==> src/rtl/pdc_result_reg.sv <==
module pdc_result_reg #(
  parameter int unsigned MAT_W = 25
) (
  input  logic             clk,
  input  logic             rst_n,
  input  logic             load_i,
  input  logic [MAT_W-1:0] flow_d_i,
  input  logic [MAT_W-1:0] anti_d_i,
  input  logic [MAT_W-1:0] outp_d_i,
  output logic [MAT_W-1:0] flow_q_o,
  output logic [MAT_W-1:0] anti_q_o,
  output logic [MAT_W-1:0] outp_q_o,
  output logic             done_o
);

  logic [MAT_W-1:0] flow_q, flow_n;
  logic [MAT_W-1:0] anti_q, anti_n;
  logic [MAT_W-1:0] outp_q, outp_n;
  logic             done_q, done_n;

  // Next-state: explicit enable on load
  always_comb begin
    flow_n = flow_q;
    anti_n = anti_q;
    outp_n = outp_q;
    done_n = done_q;
    if (load_i) begin
      flow_n = flow_d_i;
      anti_n = anti_d_i;
      outp_n = outp_d_i;
      done_n = 1'b1;
    end
  end

  always_ff @(posedge clk or negedge rst_n) begin
    if (!rst_n) begin
      flow_q <= '0;
      anti_q <= '0;
      outp_q <= '0;
      done_q <= 1'b0;
    end else begin
      flow_q <= flow_n;
      anti_q <= anti_n;
      outp_q <= outp_n;
      done_q <= done_n;
    end
  end

  assign flow_q_o = flow_q;
  assign anti_q_o = anti_q;
  assign outp_q_o = outp_q;
  assign done_o   = done_q;

  AST_DONE_STICKY: assert property (@(posedge clk) disable iff (!rst_n)
    done_q |=> done_q);

  AST_RESULTS_HELD: assert property (@(posedge clk) disable iff (!rst_n)
    !load_i |=> ($stable(flow_q) && $stable(anti_q) && $stable(outp_q)));

endmodule

==> config.mk <==
export PLATFORM = sky130hd
export DESIGN_NAME = pdc_result_reg
export DESIGN_NICKNAME = d
export VERILOG_FILES = /design/src/rtl/pdc_result_reg.sv
export SDC_FILE = /design/constraint.sdc
export NUM_CORES = 1
export LEC_CHECK = 0
export BUFFER_PORTS_ARGS = -buffer_cell sky130_fd_sc_hd__buf_2
export CAP_MARGIN = 15
export CELL_PAD_IN_SITES_DETAIL_PLACEMENT = 1
export CELL_PAD_IN_SITES_GLOBAL_PLACEMENT = 1
export CORE_MARGIN = 8
export CORE_UTILIZATION = 37
export DETAILED_ROUTE_END_ITERATION = 8
export PLACE_DENSITY_LB_ADDON = 0.1
export RECOVER_POWER = 50
export SLEW_MARGIN = 40
export SYNTH_ARGS = -nofsm -noshare
export SYNTH_HDL_FRONTEND = slang
export SYNTH_SLANG_ARGS = --single-unit
export TNS_END_PERCENT = 1
==> constraint.sdc <==
create_clock -name clk -period 1.4 [get_ports clk]
set_clock_uncertainty 0.15 [all_clocks]
set_input_delay 0.07 -clock clk [delete_from_list [all_inputs] [get_ports clk]]
set_output_delay 0.07 -clock clk [all_outputs]
set_load 0.005 [all_outputs]
== After elaboration in Yosys (flattened, before gate mapping) ==
Cells that the tools add are included.
W data, S select, Z words.

* Input bits: 78
* Word-level logic and storage cells: 4
* Output and inout bits: 76
* Register bits after elaboration: 76

== Depth between registers and ports, before layout ==
Gate-level depths: netlist of the first run.

* Word-level depth: 0
* Mapped depth: 3
* Gate-level depth less buffers: 1

== Worst setup path after synthesis of the first run ==
Ideal clock, no wire load.

* Kind: input port to flip-flop
* Start point: in load_i
* End point: reg anti_q[10], in the netlist anti_q_o[10]
* Arrival: 639 ps
* Cell stages on the path: 3
* Setup slack: 483 ps
* Cell sequence: buf_6 -> buf_6 -> mux2_1

{| class="wikitable"
|+ RTL lines
! what !! line !! text
|-
| start, declared || 6 || <nowiki>input logic load_i,</nowiki>
|-
| end signal, assigned || 43 || <nowiki>anti_q <= anti_n;</nowiki>
|-
| end, declared || 17 || <nowiki>logic [MAT_W-1:0] anti_q, anti_n;</nowiki>
|}

No word-level cell between the ends.

== Final worst setup path of the first run ==
* Start point: reg anti_q[21], in the netlist anti_q_o[21]
* End point: out anti_q_o[21]

{| class="wikitable"
|+ RTL lines
! what !! line !! text
|-
| end, declared || 11 || <nowiki>output logic [MAT_W-1:0] anti_q_o,</nowiki>
|}

No word-level cell between the ends.

==> results of run 1 <==
==> final timing paths <==
| path | from | end | slack (ps) | cells after the start |
|---|---|---|---|---|
| worst max-delay path | anti_q_o[21] | anti_q_o[21] | 310 | 1 |
| worst min-delay path | rst_n | flow_q_o[23] | 130 | 2 |
| worst max register to register | anti_q_o[21] | anti_q_o[21] | 410 | 1 |
| worst min register to register | done_o | done_o | 330 | 1 |
| max in group asynchronous | rst_n | flow_q_o[5] | 350 | 3 |
| min in group clk | load_i | flow_q_o[7] | 140 | 3 |
==> metal layers <==
layer	vias up	global-route usage [%]
met4	0	6.67
met1	1097	18.9
li1	1029	-
met2	90	31.1
met5	-	0
met3	14	5.96
==> cells in the mapped netlist <==
cell,n,area (um^2)
buf_6,5,56.3
mux2_2,36,405
mux2_1,39,439
dfrtp_1,76,1900
or2_2,1,6.26
buf_2,3,15.0
==> kinds of logic (layout without fill, tap and decap cells) <==
group / Yosys count / in the layout / share of synthesized area [%]
flip-flops: 76 / 76 / 67.3
AND/OR/NAND/NOR: 1 / 1 / 0.222
multiplexers: 75 / 75 / 29.9
buffers and inverters: 8 / 249 / 2.53
==> cell type report <==
type / instances / area [um^2]
clock buffer: 12 / 155
clock inverter: 4 / 95.1
fill: 788 / 2830
multi-input combinational: 76 / 851
sequential: 76 / 1900
tap: 102 / 128
timing repair buffer: 233 / 1610
==> report_power, final <==
part	internal [mW]	total, mW	switching (mW)
registers	2.41	2.52	0.109
clock network	1.28	2.07	0.785
logic	0.538	0.886	0.348
==> registers in the layout, summed over array words and instances, names as in the netlist <==
name      cells
done_o        1
outp_q_o     25
flow_q_o     25
anti_q_o     25
==> timing repair <==
action	in CTS	in global routing
hold endpoints to repair	151	0
setup endpoints to repair	0	0
hold buffers	76	0
buffers inserted	0	0
==> metrics.txt, run 1 <==
PD cells 1160 mW/mm^2; WP data arrival 870 ps; CTS Buf Count 9; Ports 154; crit-path max FO 2; drt via density 4.43; worst hold-check slack 133 ps; Static Leak 2.27 nW; gr ovfl total 0; post-synthesis to final-layout area growth 67.7%; final setup margin 308 ps; Yosys warnings 0; Hold Path Class in -> async; Core ar. 0.00757 mm^2; normalized max-slew margin 58.8%; crit path launch type flop; antenna fix cells 0; Root Driver clkbuf_8; first-pass GRT wire length 14200 um; worst path bufs/invs 1; post-CTS sizing 0; fin area 0.00474 mm^2; RSZ-0062 raised after global routing false; pre-CTS setup slack 271 ps; final setup violating endpoints 0; Pwr Total 5.47 mW; crit path kind reg -> out; maximum vdd drop 0.000734 V; largest net degree at the start of global routing 44; setup TNS 0 ps; routed via count 2230; Routed Antenna Nets 0; Top Layer Used met4; drt total wl 9070 um; TritonCTS clock tree built; Row Count 32; Post-route DRC 0; cell area after placement 0.00373 mm^2; CTS H-tree depth 3; CP endpoint kind output port; CTS Buffer Depth 2; sequential area share after synthesis 67.3%; Netlist cell types 6; routability cong. 0.693; routed wl met2 4720 um; die area 0.0107 mm^2; Cells after Synth 160; period utilization 78.0%; Mapped Nets 238; Max Freq 916 MHz; met1 WL 3370 um; Slew Viols, Final 0; cells along the critical path buf_2; fin crit period 1090 ps; most frequent cells in the layout 152 x buf_2, 76 x dfrtp_1, 76 x dlygate4sd3_1, 39 x mux2_1, 36 x mux2_2; dpl hpwl 5610 um; commonest non-fill, non-tap cell in the layout buf_2; Skew-Pair Late Insertion Delay 330 ps; largest stage delay on the critical path 400 ps; Initial Util 37.3%; chip width 103 um; Non-Filler Instances 503; Reg clk slew, reported paths 80 ps; metal3 WL 824 um; post-layout util 62.6%; clock sink count 76; Routed wire per std cell 18.0 um; final hold vios 0; slowest stage cell on the critical path dfrtp_1; syn avg cell area 17.6 um^2; Crit path required time 1180 ps; DIE HEIGHT 103 um; initial antenna violation count 0; DR iter-0 viols 28; DP Cell Count 411; vias in the first global route 2661; gr usage total 17.6%; area of the mapped netlist 0.00282 mm^2; Yosys reg bits 76; status complete, no violations; IO Port Bufs 153; critical path's top delay family flip-flops; worst slew pin tran 617 ps; DRT Pass-1 Iters 3; nets 474; share of cells above drive strength 1 52.1%; max-cap violation count 0
No activity file was read; power rests on OpenSTA's default activity.
==> inputs of run 2 (changes only) <==
- ABC_AREA: not set -> 1
- CORE_UTILIZATION: 37 -> 31
- clock period: 1.4 -> 1.1 ns (I/O delays scaled with it)
==> run 2 against run 1 <==
Worst hold slack got worse by 99 ps. Via count rose by 31%. Die area rose by 18%. Synthesized cell count rose by 100%. Utilization fell by 9.8 points. Non-clock buffer count rose by 9. Cell count rose by 33%. Total power rose by 22%. First-iteration DRC count rose to 5.2 times the previous value. Critical path type is now in -> reg. Critical endpoint is now outp_q_o[18].
==> metrics.txt, run 2 <==
status complete, no violations (unchanged); clock power share 35.8% (was 37.8%); IO Port Bufs 153 (unchanged); CTS Buf Count 9 (unchanged); antenna fix cells 0 (unchanged); most frequent cells in the layout 225 x nand2_1, 151 x buf_2, 77 x dlygate4sd3_1, 76 x dfrtp_1, 11 x clkbuf_8 (was 152 x buf_2, 76 x dfrtp_1, 76 x dlygate4sd3_1, 39 x mux2_1, 36 x mux2_2); sequential area share after synthesis 65.9% (was 67.3%); Static Leak 2.73 nW (was 2.27 nW); DR iter-0 viols 146 (was 28); Netlist cell types 7 (was 6); Synth area leader dfrtp_1 (unchanged); Post-route DRC 0 (unchanged); Simple-Gate Fraction of Synth Area 29.5% (was 0.222%); number of synthesized flops with an enable pin 0 (unchanged); dpl hpwl 6710 um (was 5610 um); final setup violating endpoints 0 (unchanged); drt via density 4.34 (was 4.43); vias in the first global route 3264 (was 2661); Yosys reg bits 76 (unchanged); Slew Viols, Final 0 (unchanged); Skew-Pair Late Insertion Delay 340 ps (was 330 ps); share of cells above drive strength 1 32.5% (was 52.1%); gr ovfl total 0 (unchanged); P_int 5.02 mW (was 4.23 mW); Routed wire per std cell 15.0 um (was 18.0 um); ys flop type dfrtp_1 (unchanged); max-cap violation count 0 (unchanged); crit path kind in -> reg (was reg -> out); Root Driver clkbuf_8 (unchanged); cts hold-fix bufs 77 (was 76); PD cells 1380 mW/mm^2 (was 1160 mW/mm^2); Max Freq 915 MHz; RSZ-0062 raised after global routing true (was false); first-pass GRT wire length 16600 um (was 14200 um); setup TNS 0 ps (unchanged); Mapped Nets 398 (was 238); routed via count 2912 (was 2230); normalized max-slew margin 69.5% (was 58.8%); sequential power share 47.4% (was 46.0%); Synth Area in XOR/XNOR 0% (unchanged); Core ar. 0.00915 mm^2 (was 0.00757 mm^2); Yosys warnings 0 (unchanged); Initial Util 31.6% (was 37.3%); area of the mapped netlist 0.00289 mm^2 (was 0.00282 mm^2); Post-synth ARST share 100% (unchanged); P_sw 1.65 mW (was 1.24 mW); post-layout util 52.8% (was 62.6%); DIE HEIGHT 113 um (was 103 um); fin crit period 1090 ps; CP endpoint kind flop (was output port); number of fill cells in the layout 1091 (was 788); crit path launch type primary input (was flop); crit-path max FO 19 (was 2); post-synth top area share 65.9% (was 67.3%); final hold vios 0 (unchanged); Pwr Total 6.67 mW (was 5.47 mW); TritonCTS clock tree built (unchanged); Compound-Gate Fraction of Synth Area 0% (unchanged); Ports 154 (unchanged); Logic pwr share 16.8% (was 16.2%); die area 0.0127 mm^2 (was 0.0107 mm^2); sequential cell area 0.00190 mm^2 (unchanged); CTS Buffer Depth 2 (unchanged); routability cong. 0.710 (was 0.693); final setup margin 6.91 ps (was 308 ps); footprint of the multi-input gates 851 um^2 (unchanged); initial antenna violation count 0 (unchanged); post-synthesis to final-layout area growth 67.2% (was 67.7%); commonest non-fill, non-tap cell in the layout nand2_1 (was buf_2); Routed Antenna Nets 0 (unchanged); Hold Path Class in -> async (unchanged); cell with the most instances after synthesis nand2_1 (was dfrtp_1); DRT Pass-1 Iters 4 (was 3); adder-cell share of the synthesized area 0% (unchanged); Reg clk slew, reported paths 80 ps (about the same); CTS H-tree depth 3 (unchanged); setup bufs post-CTS 0 (unchanged); gr usage total 16.3% (was 17.6%); period utilization 99.4%; Cells after Synth 320 (was 160); largest net degree at the start of global routing 39 (was 44); worst slew pin tran 457 ps (was 617 ps); Row Count 35 (was 32); nets 634 (was 474); worst hold-check slack 33.4 ps (was 133 ps); top cells by area, synth dfrtp_1 66%, nand2_1 29%, buf_6 2.7% (was dfrtp_1 67%, mux2_1 16%, mux2_2 14%); chip width 113 um (was 103 um); switching part of the total power 24.8% (was 22.7%); Synth top cells by count 225 x nand2_1, 76 x dfrtp_1, 9 x buf_2 (was 76 x dfrtp_1, 39 x mux2_1, 36 x mux2_2); maximum vdd drop 0.000610 V (was 0.000734 V); clock sink count 76 (unchanged); Crit path required time 1180 ps (about the same); combinational family with the most area after synthesis simple AND/OR/NAND/NOR gates (was multiplexers); pre-CTS setup slack 191 ps (was 271 ps); mux share of post-synthesis cell area 0% (was 29.9%); syn avg cell area 9.02 um^2 (was 17.6 um^2); WP data arrival 1180 ps (was 870 ps); drt total wl 10100 um (was 9070 um)
==> run 2: layout make-up <==
class / count / area share [%]
Tap cell: 111 / 2.88
Timing Repair Buffer: 242 / 35.3
Inverter: 1 / 0.233
Multi-Input combinational cell: 226 / 17.6
Sequential cell: 76 / 39.4
Clock buffer: 11 / 3.13
Clock inverter: 4 / 1.50
==> run 2: worst paths after layout <==
check / from / to / slack, ps / depth (start not counted)
setup / recovery: load_i / outp_q_o[18] / 7 / 6
hold / removal: rst_n / flow_q_o[20] / 30 / 2
setup reg to reg: done_o / done_o / 200 / 1
hold reg to reg: done_o / done_o / 310 / 1
max in group asynchronous: rst_n / outp_q_o[5] / 170 / 3
min in group clk: outp_d_i[7] / outp_q_o[7] / 290 / 4
==> run 2: timing repair <==
action | in CTS | in global routing
gates cloned | 0 | 2
endpoints found under the setup margin | 3 | 117
resized for setup | 0 | 7
hold endpoints to repair | 152 | 10
==> run 2: metrics by stage <==
| stage | area [um^2] | std cells |
|---|---|---|
| finish | 4830 | 671 |
| global route | 4830 | 671 |
| CTS | 4780 | 669 |
| detailed placement | 3790 | 577 |
| global placement | 3790 | 577 |
| floorplan | 2890 | 320 |
==> run 2: kinds of logic (layout without fill, tap and decap cells) <==
group | count (synthesis) | in the layout
and+or+nand+nor | 226 | 226
DFF | 76 | 76
buffers and inverters | 18 | 258
==> run 2: critical path: stages <==
cell and delay (ps):
dlygate4sd3_1 540, clkbuf_4 220, inv_8 60, clkbuf_16 180
nand2_1 60, nand2_1 50
==> run 2: power by group through the flow <==
stage	clock network (mW)	registers, mW	logic, mW
final	2.39	3.16	1.12
after global routing	2.59	3.20	1.27
after CTS	2.47	3.17	1.12
after detailed placement	0	3.22	0.909
after global placement	0	3.21	0.891
after floorplan	0	3.24	0.310
==> run 2: per-layer routing <==
layer	part of all wire (%)	up-vias	track usage, %
met1	42	1379	19.0
met3	7.1	11	5.31
met2	48	97	26.7
met5	0	-	0
met4	2.0	0	7.64
li1	-	1425	-
